File: config.mk
export PLATFORM = sky130hd
export DESIGN_NAME = vga_sync_gen
export DESIGN_NICKNAME = d
export VERILOG_FILES = /design/src/rtl/vga_timing_pkg.sv /design/src/rtl/vga_axis_timer.sv /design/src/rtl/vga_sync_gen.sv
export SDC_FILE = /design/constraint.sdc
export NUM_CORES = 1
export LEC_CHECK = 0
export ABC_AREA = 1
export BUFFER_PORTS_ARGS = -buffer_cell sky130_fd_sc_hd__buf_2
export CAP_MARGIN = 20
export CORE_AREA = 5 5 61 63
export CTS_CLUSTER_SIZE = 28
export DETAILED_ROUTE_END_ITERATION = 10
export DIE_AREA = 0 0 66 68
export GPL_ROUTABILITY_DRIVEN = 0
export GPL_TIMING_DRIVEN = 0
export PLACE_DENSITY = 0.78
export SLEW_MARGIN = 20
export SYNTH_ARGS = -nofsm -noshare
export SYNTH_HDL_FRONTEND = slang
export SYNTH_SLANG_ARGS = --single-unit
File: constraint.sdc
create_clock -name clk -period 2.4 [get_ports clk]
set_clock_uncertainty 0.05 [all_clocks]
set_input_delay 0.12 -clock clk [delete_from_list [all_inputs] [get_ports clk]]
set_output_delay 0.12 -clock clk [all_outputs]
set_load 0.005 [all_outputs]
File: src/rtl/vga_timing_pkg.sv
package vga_timing_pkg;

    // Phase of one axis; order of the enumeration follows the count order.
    typedef enum logic [1:0] {
        PH_SYNC   = 2'd0,
        PH_BACK   = 2'd1,
        PH_ACTIVE = 2'd2,
        PH_FRONT  = 2'd3
    } phase_e;

endpackage

File: src/rtl/vga_axis_timer.sv
module vga_axis_timer
    import vga_timing_pkg::*;
#(
    parameter int SYNC_LEN   = 128,
    parameter int BACK_LEN   = 88,
    parameter int ACTIVE_LEN = 800,
    parameter int FRONT_LEN  = 40,
    localparam int TOTAL     = SYNC_LEN + BACK_LEN + ACTIVE_LEN + FRONT_LEN,
    localparam int CW        = $clog2(TOTAL)
) (
    input  logic          clk,
    input  logic          rst,
    input  logic          advance,
    output logic [CW-1:0] count,
    output phase_e        phase,
    output logic          wrap
);

    localparam logic [CW-1:0] SYNC_LAST   = CW'(SYNC_LEN - 1);
    localparam logic [CW-1:0] BACK_FIRST  = CW'(SYNC_LEN);
    localparam logic [CW-1:0] BACK_LAST   = CW'(SYNC_LEN + BACK_LEN - 1);
    localparam logic [CW-1:0] ACT_FIRST   = CW'(SYNC_LEN + BACK_LEN);
    localparam logic [CW-1:0] ACT_LAST    = CW'(SYNC_LEN + BACK_LEN + ACTIVE_LEN - 1);
    localparam logic [CW-1:0] FRONT_FIRST = CW'(SYNC_LEN + BACK_LEN + ACTIVE_LEN);
    localparam logic [CW-1:0] COUNT_LAST  = CW'(TOTAL - 1);

    logic [CW-1:0] count_q, count_d;
    phase_e        phase_q, phase_d;
    logic          at_last;

    assign at_last = (count_q == COUNT_LAST);
    assign wrap    = advance && at_last;

    always_comb begin
        count_d = count_q;
        if (advance) begin
            count_d = at_last ? '0 : count_q + 1'b1;
        end
    end

    // Next-phase logic: leave a phase on its final count.
    always_comb begin
        phase_d = phase_q;
        if (advance) begin
            unique case (phase_q)
                PH_SYNC:   if (count_q == SYNC_LAST)  phase_d = PH_BACK;
                PH_BACK:   if (count_q == BACK_LAST)  phase_d = PH_ACTIVE;
                PH_ACTIVE: if (count_q == ACT_LAST)   phase_d = PH_FRONT;
                PH_FRONT:  if (count_q == COUNT_LAST) phase_d = PH_SYNC;
                default:                              phase_d = PH_SYNC;
            endcase
        end
    end

    // State register together with its counter.
    always_ff @(posedge clk) begin
        if (rst) begin
            count_q <= '0;
            phase_q <= PH_SYNC;
        end else begin
            count_q <= count_d;
            phase_q <= phase_d;
        end
    end

    assign count = count_q;
    assign phase = phase_q;

    // the count never leaves its range.
    assert_count_bound_R2: assert property (@(posedge clk) disable iff (rst)
        count_q <= COUNT_LAST);

    // a wrap lands on zero.
    assert_wrap_zero_R3: assert property (@(posedge clk) disable iff (rst)
        (advance && at_last) |=> (count_q == '0) && (phase_q == PH_SYNC));

    // without advance nothing moves.
    assert_hold_R3: assert property (@(posedge clk) disable iff (rst)
        !advance |=> $stable(count_q) && $stable(phase_q));

    // the phase register agrees with the sync window of the count.
    assert_sync_window_R4: assert property (@(posedge clk) disable iff (rst)
        (phase_q == PH_SYNC) == (count_q <= SYNC_LAST));

    assert_back_window_R6: assert property (@(posedge clk) disable iff (rst)
        (phase_q == PH_BACK) == ((count_q >= BACK_FIRST) && (count_q <= BACK_LAST)));

    // the active phase covers exactly the visible counts.
    assert_active_window_R6: assert property (@(posedge clk) disable iff (rst)
        (phase_q == PH_ACTIVE) == ((count_q >= ACT_FIRST) && (count_q < FRONT_FIRST)));

endmodule

File: src/rtl/vga_sync_gen.sv
module vga_sync_gen
    import vga_timing_pkg::*;
#(
    parameter int H_SYNC   = 128,
    parameter int H_BACK   = 88,
    parameter int H_ACTIVE = 800,
    parameter int H_FRONT  = 40,
    parameter int V_SYNC   = 4,
    parameter int V_BACK   = 23,
    parameter int V_ACTIVE = 600,
    parameter int V_FRONT  = 1,
    localparam int H_TOTAL = H_SYNC + H_BACK + H_ACTIVE + H_FRONT,
    localparam int V_TOTAL = V_SYNC + V_BACK + V_ACTIVE + V_FRONT,
    localparam int HW      = $clog2(H_TOTAL),
    localparam int VW      = $clog2(V_TOTAL)
) (
    input  logic          clk,
    input  logic          rst,
    output logic          hsync,
    output logic          vsync,
    output logic          video_on,
    output logic [HW-1:0] hcount,
    output logic [VW-1:0] vcount
);

    localparam logic [HW-1:0] H_LAST = HW'(H_TOTAL - 1);

    phase_e h_phase, v_phase;
    logic   h_wrap, v_wrap;

    vga_axis_timer #(
        .SYNC_LEN   (H_SYNC),
        .BACK_LEN   (H_BACK),
        .ACTIVE_LEN (H_ACTIVE),
        .FRONT_LEN  (H_FRONT)
    ) u_h_axis (
        .clk     (clk),
        .rst     (rst),
        .advance (1'b1),
        .count   (hcount),
        .phase   (h_phase),
        .wrap    (h_wrap)
    );

    vga_axis_timer #(
        .SYNC_LEN   (V_SYNC),
        .BACK_LEN   (V_BACK),
        .ACTIVE_LEN (V_ACTIVE),
        .FRONT_LEN  (V_FRONT)
    ) u_v_axis (
        .clk     (clk),
        .rst     (rst),
        .advance (h_wrap),
        .count   (vcount),
        .phase   (v_phase),
        .wrap    (v_wrap)
    );

    // Output decode straight from the two phase registers.
    always_comb begin
        hsync    = (h_phase == PH_SYNC);
        vsync    = (v_phase == PH_SYNC);
        video_on = (h_phase == PH_ACTIVE) && (v_phase == PH_ACTIVE);
    end

    // the horizontal count steps by one until it wraps.
    assert_hstep_R2: assert property (@(posedge clk) disable iff (rst)
        (hcount != H_LAST) |=> (hcount == $past(hcount) + 1'b1));

    // the line count only moves on a horizontal wrap.
    assert_vstep_R3: assert property (@(posedge clk) disable iff (rst)
        !$stable(vcount) |-> ($past(hcount) == H_LAST));

    // frame wrap happens only at the last pixel of the last line.
    assert_frame_wrap_R3: assert property (@(posedge clk) disable iff (rst)
        v_wrap |-> (hcount == H_LAST));

    // visible pixels never overlap a sync pulse.
    assert_video_no_sync_R8: assert property (@(posedge clk) disable iff (rst)
        video_on |-> (!hsync && !vsync));

endmodule

==> results_dict.tcl <==
set metrics [dict create \
    grt_max_degree 14 \
    numPortBuffers 25 \
    total_grt_usage_pct 16.48 \
    period_minus_slack_ns 1.764 \
    yosys_warnings 0 \
    floorplan.die_area_um2 4488 \
    floorplan.initialDensity_pct 53.99 \
    die_w_um 66 \
    drt-vias-per-instance 4.869 \
    drt.antenna.violating_nets 0 \
    worst_ep_arrival_time_ns 1.94 \
    rr_worst_depth 10 \
    detailroute.via_count 1558 \
    first_global_vias 1464 \
    synth_nets 257 \
    area_of_the_multi_input_gates_um2 1077 \
    pre_cts_slack_ns 0.6493 \
    place_hpwl_um 2738 \
    dr.pass1.iters 4 \
    finalCritPeriodShare_pct 73.51 \
    timing.slew.headroom_pct 79.07 \
    cts-htree-levels 1 \
    dr.first_iter.drc_count 86 \
    syn_area_um2 1717 \
    antenna-diode-count 0 \
    insertion_delay_ns 0.32 \
    finalSetupViolCount 0 \
    synthArstFlopShare_pct 0 \
    wire_length_per_cell_after_detailed_routing_um 10.65 \
    grt_first_pass_wirelength_um 6009 \
    synthCells 244 \
    worst_slack_ns 0.6357 \
    remaining_drcs 0 \
    synth_area_per_cell_um2 7.035 \
    maxSlewViolCount 0 \
    drive_gt1_share_pct 22.63 \
    yosys_most_used_dff "sky130_fd_sc_hd__dfxtp_1" \
    global_route.overflow_total 0 \
    cts-root-buf "sky130_fd_sc_hd__clkbuf_4" \
    cts.hold.buffers_added 1 \
    actual_transition_at_the_worst_max_transition_pin_ns 0.3125 \
    achievable-frequency_ghz 0.5668 \
    timing.critical_path.fanout_max 7 \
    max-vdd-ir-drop_uv 214.0 \
    design.portCount 26 \
    rows 21 \
    seq_area_um2 500.5 \
    setup_total_negative_slack_ns 0 \
    max_cap_violations 0 \
    postCtsSetupRepairBufs 0 \
    seq_area_frac_synth_pct 29.15 \
    syn2layout_area_growth_pct 12.76 \
    grt_antenna_before_repair 0 \
    synth_enable_flop_cells 0 \
    tritoncts "done" \
    route.final.wire_length_um 3408 \
    fillerInstances 317 \
    cellPowerDensity_nw_per_um2 332.8 \
    timing.hold.worst.class "flop to flop" \
    timing.setup.critical_path_class "flop to flop" \
    whs_path_depth 1 \
    timing.critical_path.to_type "flop" \
    finalNetCount 288 \
    hold_viol 0 \
    floorplan.die.height_um 68 \
    tritoncts.num_buffers 3 \
    start_kind "flop" \
    synth.distinct_cells 34 \
    cts.repair.resized 0 \
    cts_max_path_buffers 2 \
    cts_num_sinks 25 \
    status "complete, no violations" \
    power.leakage_uw 0.0009195 \
    grt_setup_unrepaired "no" \
    worst_ep_required_time_ns 2.58 \
    clk_transition_reported_paths_ns 0.15 \
    synth-seq-cells 25 \
    core_area_um2 3179 \
]
-- per-stage QoR --
stage | util [%] | instances | area, um^2 | hold WS, ns | total power [uW]
after floorplan | - | 244 | 1717 | 0.1391 | 447.0
after global placement | 59.74 | 315 | 1899 | 0.3320 | 457.1
after detailed placement | 59.74 | 315 | 1899 | 0.3400 | 458.3
after CTS | 60.88 | 320 | 1936 | 0.4463 | 651.8
after global routing | 60.88 | 320 | 1936 | 0.4916 | 678.2
final | 60.88 | 320 | 1936 | 0.4445 | 644.3
-- cells by family after synthesis --
logic type | share of synthesized area, %
buffers and inverters | 8.090
AND/OR/NAND/NOR | 44.97
adder cells (fa/ha/maj) | 8.017
XOR/XNOR | 3.061
flip-flops | 29.15
AO/OA/AOI/OAI | 6.706
-- layer usage --
metal / share of wire (%) / GRT usage [%] / routed length, um / vias to the layer above
met5: 0 / 0 / 0 / -
met4: 0.91 / 3.046 / 31 / 0
met3: 4.0 / 2.791 / 137 / 4
met2: 48 / 31.41 / 1643 / 26
met1: 47 / 19.48 / 1596 / 700
li1: - / - / - / 828
-- critical path, stage by stage, from the launching register on --
cell and delay [ns]:
sky130_fd_sc_hd__dfxtp_1 0.45, sky130_fd_sc_hd__ha_1 0.30, sky130_fd_sc_hd__inv_2 0.09, sky130_fd_sc_hd__nor3_4 0.17
sky130_fd_sc_hd__nand3_2 0.15, sky130_fd_sc_hd__nand2_1 0.11, sky130_fd_sc_hd__nand2_1 0.08, sky130_fd_sc_hd__nor2_2 0.13
sky130_fd_sc_hd__nand2_1 0.06, sky130_fd_sc_hd__nand2_1 0.05, sky130_fd_sc_hd__nor2_1 0.04
-- flip-flops by register name (all words and copies together) (netlist names) --
signal	flops
u_h_axis.phase	2
u_h_axis.count	11
u_v_axis.count	10
u_v_axis.phase	2
-- cell type report --
class                           instances  share of cell area [%]
Clock buffer                            4                   1.357
Inverter                               33                   6.399
Timing Repair Buffer                   26                   6.981
Multi-Input combinational cell        184                   55.66
Tap cell                               46                   2.973
Sequential cell                        25                   25.86
Buffer                                  2                  0.7757
-- cells in the final DEF (no fill, tap or decap), types with 2 or more instances in the layout --
cell                       count
sky130_fd_sc_hd__inv_1        28
sky130_fd_sc_hd__nand3_1      14
sky130_fd_sc_hd__nand4_1       2
sky130_fd_sc_hd__nor2_2        3
sky130_fd_sc_hd__a31oi_1       2
sky130_fd_sc_hd__nand2_2       6
sky130_fd_sc_hd__inv_2         5
sky130_fd_sc_hd__nor3_4        2
sky130_fd_sc_hd__dfxtp_1      25
sky130_fd_sc_hd__ha_1         11
sky130_fd_sc_hd__or2_2         2
sky130_fd_sc_hd__buf_4         2
sky130_fd_sc_hd__xor2_1        5
sky130_fd_sc_hd__nor3b_1       2
sky130_fd_sc_hd__buf_2        25
sky130_fd_sc_hd__nor2_4        3
sky130_fd_sc_hd__nor3_1        7
sky130_fd_sc_hd__nand2_1      58
sky130_fd_sc_hd__o21ai_0       5
sky130_fd_sc_hd__a21oi_1       8
sky130_fd_sc_hd__nand3_2       2
sky130_fd_sc_hd__nor2_1       38
sky130_fd_sc_hd__clkbuf_4      3
sky130_fd_sc_hd__nand2_4       2
-- Yosys cell counts (3+ instances only) --
library cell,n,area share [%]
sky130_fd_sc_hd__nand3_1,14,4.1
sky130_fd_sc_hd__dfxtp_1,25,29
sky130_fd_sc_hd__nor3_1,7,2.0
sky130_fd_sc_hd__inv_2,5,1.1
sky130_fd_sc_hd__xor2_1,5,2.6
sky130_fd_sc_hd__a21oi_1,8,2.3
sky130_fd_sc_hd__o21ai_0,5,1.5
sky130_fd_sc_hd__inv_1,28,6.1
sky130_fd_sc_hd__ha_1,11,8.0
sky130_fd_sc_hd__nand2_2,6,2.2
sky130_fd_sc_hd__nor2_1,38,8.3
sky130_fd_sc_hd__nor2_2,3,1.1
sky130_fd_sc_hd__nor2_4,3,2.0
sky130_fd_sc_hd__nand2_1,58,13
-- power breakdown --
| group | total [uW] | switching, uW | internal [uW] |
|---|---|---|---|
| sequential | 423 | 3.62 | 419 |
| clock | 194 | 129 | 64.8 |
| combinational | 27.1 | 16.7 | 10.5 |
-- final timing paths --
| check | from | end | slack [ns] |
|---|---|---|---|
| min | u_h_axis.count[0] | u_h_axis.count[0] | 0.44 |
| min reg2reg | u_h_axis.count[0] | u_h_axis.count[0] | 0.44 |
| max reg2reg | u_v_axis.count[0] | u_v_axis.phase[1] | 0.64 |
| max | u_v_axis.count[0] | u_v_axis.phase[1] | 0.64 |
Power figures use the tool's default switching activity.
